$ cat src/rtl/dbl_pkg.sv
package dbl_pkg;
  localparam int DB_W      = 32;
  localparam int DB_IDX_W  = $clog2(DB_W);
  localparam int OFFS_W    = 8;
  localparam int TGT_LSB   = 8;
  localparam int TGT_W     = 8;

  // software-visible offsets
  localparam logic [OFFS_W-1:0] OFFS_TRIG  = 8'h04;
  localparam logic [OFFS_W-1:0] OFFS_CAUSE = 8'h08;
  localparam logic [OFFS_W-1:0] OFFS_MASK  = 8'h0C;

  // doorbell groups feeding the two summary lines
  localparam logic [DB_W-1:0] IPI_GROUP = 32'h0000_00FF;
  localparam logic [DB_W-1:0] MSG_GROUP = 32'hFFFF_0000;

  function automatic logic [DB_W-1:0] db_onehot(input logic [DB_IDX_W-1:0] idx);
    logic [DB_W-1:0] v;
    v = '0;
    v[idx] = 1'b1;
    return v;
  endfunction
endpackage

$ cat src/rtl/dbl_trig_dec.sv
module dbl_trig_dec
  import dbl_pkg::*;
#(
  parameter int NCPU = 4
) (
  input  logic                       clk,
  input  logic                       rst_n,
  input  logic                       gw_valid,
  input  logic [OFFS_W-1:0]          gw_offs,
  input  logic [DB_W-1:0]            gw_data,
  output logic [NCPU-1:0][DB_W-1:0]  set_vec
);
  logic            hit;
  logic [DB_W-1:0] bit_sel;

  assign hit     = gw_valid && (gw_offs == OFFS_TRIG);
  assign bit_sel = db_onehot(gw_data[DB_IDX_W-1:0]);

  for (genvar c = 0; c < NCPU; c++) begin : g_tgt
    assign set_vec[c] = (hit && gw_data[TGT_LSB + c]) ? bit_sel : '0;

    // a trigger rings at most one doorbell per processor
    a_r1_one_bell: assert property (@(posedge clk) disable iff (!rst_n)
      $onehot0(set_vec[c]));
  end
endmodule

$ cat src/rtl/dbl_cpu_bank.sv
module dbl_cpu_bank
  import dbl_pkg::*;
(
  input  logic            clk,
  input  logic            rst_n,
  input  logic [DB_W-1:0] set_bits,
  input  logic            cause_we,
  input  logic            mask_we,
  input  logic [DB_W-1:0] wdata,
  output logic [DB_W-1:0] cause_q,
  output logic [DB_W-1:0] mask_q,
  output logic            ipi_irq,
  output logic            msg_irq
);
  logic [DB_W-1:0] kept;
  logic [DB_W-1:0] live;

  // write-zero-to-clear, then OR in new doorbells so a set always wins
  assign kept = cause_we ? (cause_q & wdata) : cause_q;

  always_ff @(posedge clk) begin
    if (!rst_n) begin
      cause_q <= '0;
      mask_q  <= '0;
    end else begin
      cause_q <= kept | set_bits;
      if (mask_we) mask_q <= wdata;
    end
  end

  assign live    = cause_q & mask_q;
  assign ipi_irq = |(live & IPI_GROUP);
  assign msg_irq = |(live & MSG_GROUP);

  // every rung doorbell is pending one cycle later
  a_r4_set_wins: assert property (@(posedge clk) disable iff (!rst_n)
    1'b1 |=> (($past(set_bits) & ~cause_q) == '0));

  // no pending bit appears without a trigger
  a_r3_no_spurious: assert property (@(posedge clk) disable iff (!rst_n)
    1'b1 |=> ((cause_q & ~$past(cause_q) & ~$past(set_bits)) == '0));

  // a zero write with no trigger empties the register
  a_r3_zero_clears: assert property (@(posedge clk) disable iff (!rst_n)
    (cause_we && wdata == '0 && set_bits == '0) |=> (cause_q == '0));

  // the enable register only changes on its own write
  a_r5_mask_hold: assert property (@(posedge clk) disable iff (!rst_n)
    !mask_we |=> $stable(mask_q));

  // a summary line needs an enabled pending bit of its group
  a_r7_ipi_cause: assert property (@(posedge clk) disable iff (!rst_n)
    ipi_irq |-> ((cause_q & mask_q & IPI_GROUP) != '0));
  a_r8_msg_cause: assert property (@(posedge clk) disable iff (!rst_n)
    msg_irq |-> ((cause_q & mask_q & MSG_GROUP) != '0));
endmodule

$ cat src/rtl/dbl_doorbell_unit.sv
module dbl_doorbell_unit
  import dbl_pkg::*;
#(
  parameter int NCPU  = 4,
  parameter int CPU_W = (NCPU > 1) ? $clog2(NCPU) : 1
) (
  input  logic              clk,
  input  logic              rst_n,
  input  logic              gw_valid,
  output logic              gw_ready,
  input  logic [OFFS_W-1:0] gw_offs,
  input  logic [DB_W-1:0]   gw_data,
  input  logic              pc_wr,
  input  logic [CPU_W-1:0]  pc_cpu,
  input  logic [OFFS_W-1:0] pc_offs,
  input  logic [DB_W-1:0]   pc_data,
  input  logic [CPU_W-1:0]  rd_cpu,
  input  logic [OFFS_W-1:0] rd_offs,
  output logic [DB_W-1:0]   rd_data,
  output logic [NCPU-1:0]   ipi_irq,
  output logic [NCPU-1:0]   msg_irq
);
  logic [NCPU-1:0][DB_W-1:0] set_vec;
  logic [NCPU-1:0][DB_W-1:0] cause_q;
  logic [NCPU-1:0][DB_W-1:0] mask_q;

  assign gw_ready = 1'b1;

  dbl_trig_dec #(.NCPU(NCPU)) u_dec (
    .clk      (clk),
    .rst_n    (rst_n),
    .gw_valid (gw_valid),
    .gw_offs  (gw_offs),
    .gw_data  (gw_data),
    .set_vec  (set_vec)
  );

  for (genvar c = 0; c < NCPU; c++) begin : g_cpu
    logic sel, c_we, m_we;
    assign sel  = pc_wr && (pc_cpu == CPU_W'(c));
    assign c_we = sel && (pc_offs == OFFS_CAUSE);
    assign m_we = sel && (pc_offs == OFFS_MASK);

    dbl_cpu_bank u_bank (
      .clk      (clk),
      .rst_n    (rst_n),
      .set_bits (set_vec[c]),
      .cause_we (c_we),
      .mask_we  (m_we),
      .wdata    (pc_data),
      .cause_q  (cause_q[c]),
      .mask_q   (mask_q[c]),
      .ipi_irq  (ipi_irq[c]),
      .msg_irq  (msg_irq[c])
    );

    // an untargeted processor with no own write keeps its pending bits
    a_r2_untargeted: assert property (@(posedge clk) disable iff (!rst_n)
      (gw_valid && gw_offs == OFFS_TRIG && !gw_data[TGT_LSB + c] && !c_we)
        |=> $stable(cause_q[c]));
  end

  always_comb begin
    rd_data = '0;
    for (int c = 0; c < NCPU; c++) begin
      if (rd_cpu == CPU_W'(c)) begin
        if (rd_offs == OFFS_CAUSE)     rd_data = cause_q[c];
        else if (rd_offs == OFFS_MASK) rd_data = mask_q[c];
      end
    end
  end
endmodule

$ cat config.mk
export PLATFORM = sky130hd
export DESIGN_NAME = dbl_doorbell_unit
export DESIGN_NICKNAME = d
export VERILOG_FILES = /design/src/rtl/dbl_pkg.sv /design/src/rtl/dbl_trig_dec.sv /design/src/rtl/dbl_cpu_bank.sv /design/src/rtl/dbl_doorbell_unit.sv
export SDC_FILE = /design/constraint.sdc
export NUM_CORES = 1
export LEC_CHECK = 0
export BUFFER_PORTS_ARGS = -buffer_cell sky130_fd_sc_hd__buf_4
export CORE_MARGIN = 2
export CORE_UTILIZATION = 37
export DETAILED_ROUTE_END_ITERATION = 8
export MAX_ROUTING_LAYER = met4
export PLACE_DENSITY = 0.64
export SLEW_MARGIN = 5
export SYNTH_ARGS = -nofsm -noshare
export SYNTH_HDL_FRONTEND = slang
export SYNTH_HIERARCHICAL = 1
export SYNTH_SLANG_ARGS = --single-unit
$ cat constraint.sdc
create_clock -name clk -period 3 [get_ports clk]
set_input_delay 0.15 -clock clk [delete_from_list [all_inputs] [get_ports clk]]
set_output_delay 0.15 -clock clk [all_outputs]
set_load 0.01 [all_outputs]
==> impl_metrics.py <==
metrics = {
    "timing": {
        "setup-violations-final": 0,
        "tns_ns": 0,
        "finalCritPeriodShare_pct": 76.0,
        "slew-limit-headroom_pct": 25.3,
        "period_needed_ns": 2.28,
        "worstMarginPinSlew_ns": 1.12,
        "setup_slack_ns": 0.719,
        "max_freq_ghz": 0.438,
        "rsz0062_at_grt": "false",
        "skew_ns": 0,
        "finalMaxSlewViolations": 0,
        "hold_viol": 0,
    },
    "pwr": {
        "leakage_nw": 4.87,
        "ir_drop_mv": 0.333,
        "power_density_nw_per_um2": 438,
    },
    "yosys": {
        "synth_compound_area_share_pct": 14.7,
        "synthesis.nets": 1598,
        "synth_mux_area_share_pct": 13.3,
        "syn_area_per_cell_um2": 9.84,
        "synth_area_um2": 14800,
        "syn_inst": 1502,
        "synth_top_family_by_area": "simple AND/OR/NAND/NOR gates",
        "synth_area_leaders": "dfxtp_1 (35%), nor2b_1 (11%), mux2i_1 (10%)",
        "yosys.area_share.simple_pct": 29.5,
        "synth_edf_count": 0,
        "yosysWarningCount": 6,
        "synthXorXnorAreaFrac_pct": 0,
        "ys_async_sr_fraction_pct": 0,
        "synth_top_area_share_pct": 34.7,
        "ys_types": 55,
        "ys_seq_elements": 256,
        "synth_top_area_cell": "dfxtp_1",
        "synth.yosys.seq_area_share_pct": 34.7,
        "yosys_most_used_dff": "dfxtp_1",
        "synthAdderAreaFrac_pct": 0,
    },
    "place": {
        "pre_cts_ws_ns": 0.715,
        "dp_hpwl_um": 29400,
        "io_buffers": 112,
        "gp_congestion": 0.828,
    },
    "finish": {
        "final_cell_mix": "nor2b_1 (259), dfxtp_1 (256), a21oi_1 (168)",
        "area_growth_pct": 14.2,
        "multiInputGateArea_um2": 8580,
        "final_nets": 1663,
        "drive_gt1_share_pct": 23.3,
        "regArea_um2": 5120,
        "fillers": 3830,
        "final_common_cell": "nor2b_1",
    },
    "floorplan": {
        "start_util_pct": 37.4,
        "die_w_um": 204,
        "core_area_um2": 39500,
        "rows": 73,
        "die_y_um": 204,
        "die-area_um2": 41500,
        "ios": 137,
    },
    "cts": {
        "ctsRootBufferMaster": "clkbuf_16",
        "postCtsSetupRepairBufs": 0,
        "clkLatencyLatePin_ns": 0.55,
        "post_cts_resized": 0,
        "htreeDepth": 1,
        "clock_path_buffers": 3,
        "path_clk_slew_ns": 0.06,
        "cts_buffers": 29,
        "cts_tree": "yes",
        "cts.sinks": 256,
    },
    "route": {
        "drt_iter0_markers": 1179,
        "routed-via-count": 12300,
        "routed.top_layer": "met4",
        "drcViolationCount": 0,
        "met2_length_um": 22500,
        "wl_met3_um": 3210,
        "firstDrtPassIters": 5,
        "drtAntennaViolNets": 0,
        "drt-met1-wl_um": 21000,
        "totalWireLength_um": 48500,
        "viasPerCell": 5.83,
        "wire_per_inst_um": 23.0,
    },
    "critical_path": {
        "critPathMaxFanout": 28,
        "crit_path_end_kind": "output port",
        "arrival_ns": 2.13,
        "critPathKind": "input pin to output port",
        "cp.required_ns": 2.85,
        "cp-start-kind": "input pin",
    },
    "global_route": {
        "grt_pass1_vias": 12200,
        "grt_pass1_wl_um": 74300,
        "overflow": 0,
        "antenna_found_initial": 2,
        "grt_max_degree": 116,
        "track_usage_pct": 23.6,
    },
    "outcome": {
        "status": "complete, no violations",
    },
    "min_path": {
        "hold_class": "input pin to register",
    },
    "flow_run": {
        "drv_cap": 0,
    },
}
cell usage after synthesis, drive strengths merged, types with 2 or more instances:
| cell type | number |
|---|---|
| mux2 | 18 |
| and2 | 2 |
| or4b | 6 |
| a22o | 29 |
| a21oi | 168 |
| mux4 | 11 |
| o2bb2ai | 3 |
| a221o | 3 |
| dfxtp | 256 |
| mux2i | 152 |
| or3b | 3 |
| a21o | 2 |
| a211oi | 20 |
| clkbuf | 41 |
| o22ai | 10 |
| a22oi | 36 |
| nand3b | 5 |
| inv | 2 |
| nor2 | 19 |
| nand3 | 5 |
| nand4 | 10 |
| nand2b | 130 |
| buf | 114 |
| a221oi | 33 |
| nand2 | 9 |
| nor3 | 3 |
| a222oi | 9 |
| nor2b | 260 |
| nor4 | 129 |
| nand4bb | 2 |
routing by layer:
| metal | global-route usage, % | up-vias |
|---|---|---|
| li1 | - | 5594 |
| met1 | 30.5 | 6098 |
| met2 | 37.3 | 494 |
| met3 | 3.57 | 126 |
| met4 | 8.94 | 0 |
| met5 | - | - |
registers in the layout (all words and copies together) (netlist names):
| signal | flops |
|---|---|
| g_cpu.u_bank/cause_q | 128 |
| g_cpu.u_bank/mask_q | 128 |
repair_timing:
item                       CTS  global route
hold endpoints to repair   129             0
hold buffers                32             0
setup endpoints to repair    0             0
where the power goes:
part / switching [mW] / total, mW / internal [mW]
Sequential: 0.000588 / 3.40 / 3.40
Combinational: 0.377 / 0.619 / 0.241
Clock: 1.42 / 3.37 / 1.94
critical path, stage by stage:
cell and delay [ns]:
buf_4 0.36, nand2b_1 0.54, o22ai_1 0.14, a21o_1 0.19
a221oi_1 0.50, buf_4 0.22
final timing paths:
path                                                  start                          end  slack, ns  cells past startpoint
worst max-delay path                              rd_cpu[0]                  rd_data[31]       0.72                      6
worst min-delay path                                  rst_n   g_cpu[2].u_bank/mask_q[11]       0.06                      2
worst max register to register   g_cpu[2].u_bank/mask_q[26]   g_cpu[2].u_bank/mask_q[26]       2.32                      2
worst min register to register  g_cpu[0].u_bank/cause_q[13]  g_cpu[0].u_bank/cause_q[13]       0.51                      2
layout make-up:
cell class	count	share of cell area [%]
Antenna cell	2	0.0297
Sequential cell	256	30.4
Multi-Input combinational cell	1089	50.8
Inverter	2	0.0445
Clock buffer	49	5.16
Timing Repair Buffer	189	9.62
Tap cell	525	3.89
Clock inverter	1	0.0297
stage by stage:
stage | cell area (um^2) | cells | total power, mW | hold slack (ns) | util, %
after floorplan | 14800 | 1502 | 3.83 | 0.319 | -
after global placement | 15700 | 2029 | 4.04 | 0.470 | 39.6
after detailed placement | 15700 | 2029 | 4.05 | 0.482 | 39.6
after CTS | 16900 | 2111 | 7.41 | 0.0560 | 42.7
after global routing | 16900 | 2113 | 7.58 | 0.0831 | 42.7
final | 16900 | 2113 | 7.39 | 0.0637 | 42.7
cell families after synthesis:
| family | count (synthesis) |
|---|---|
| and+or+nand+nor | 588 |
| AOI/OAI and AO/OA | 319 |
| DFF | 256 |
| muxes | 181 |
| buffers and inverters | 157 |
| other | 1 |
No activity file was read; power rests on OpenSTA's default activity.
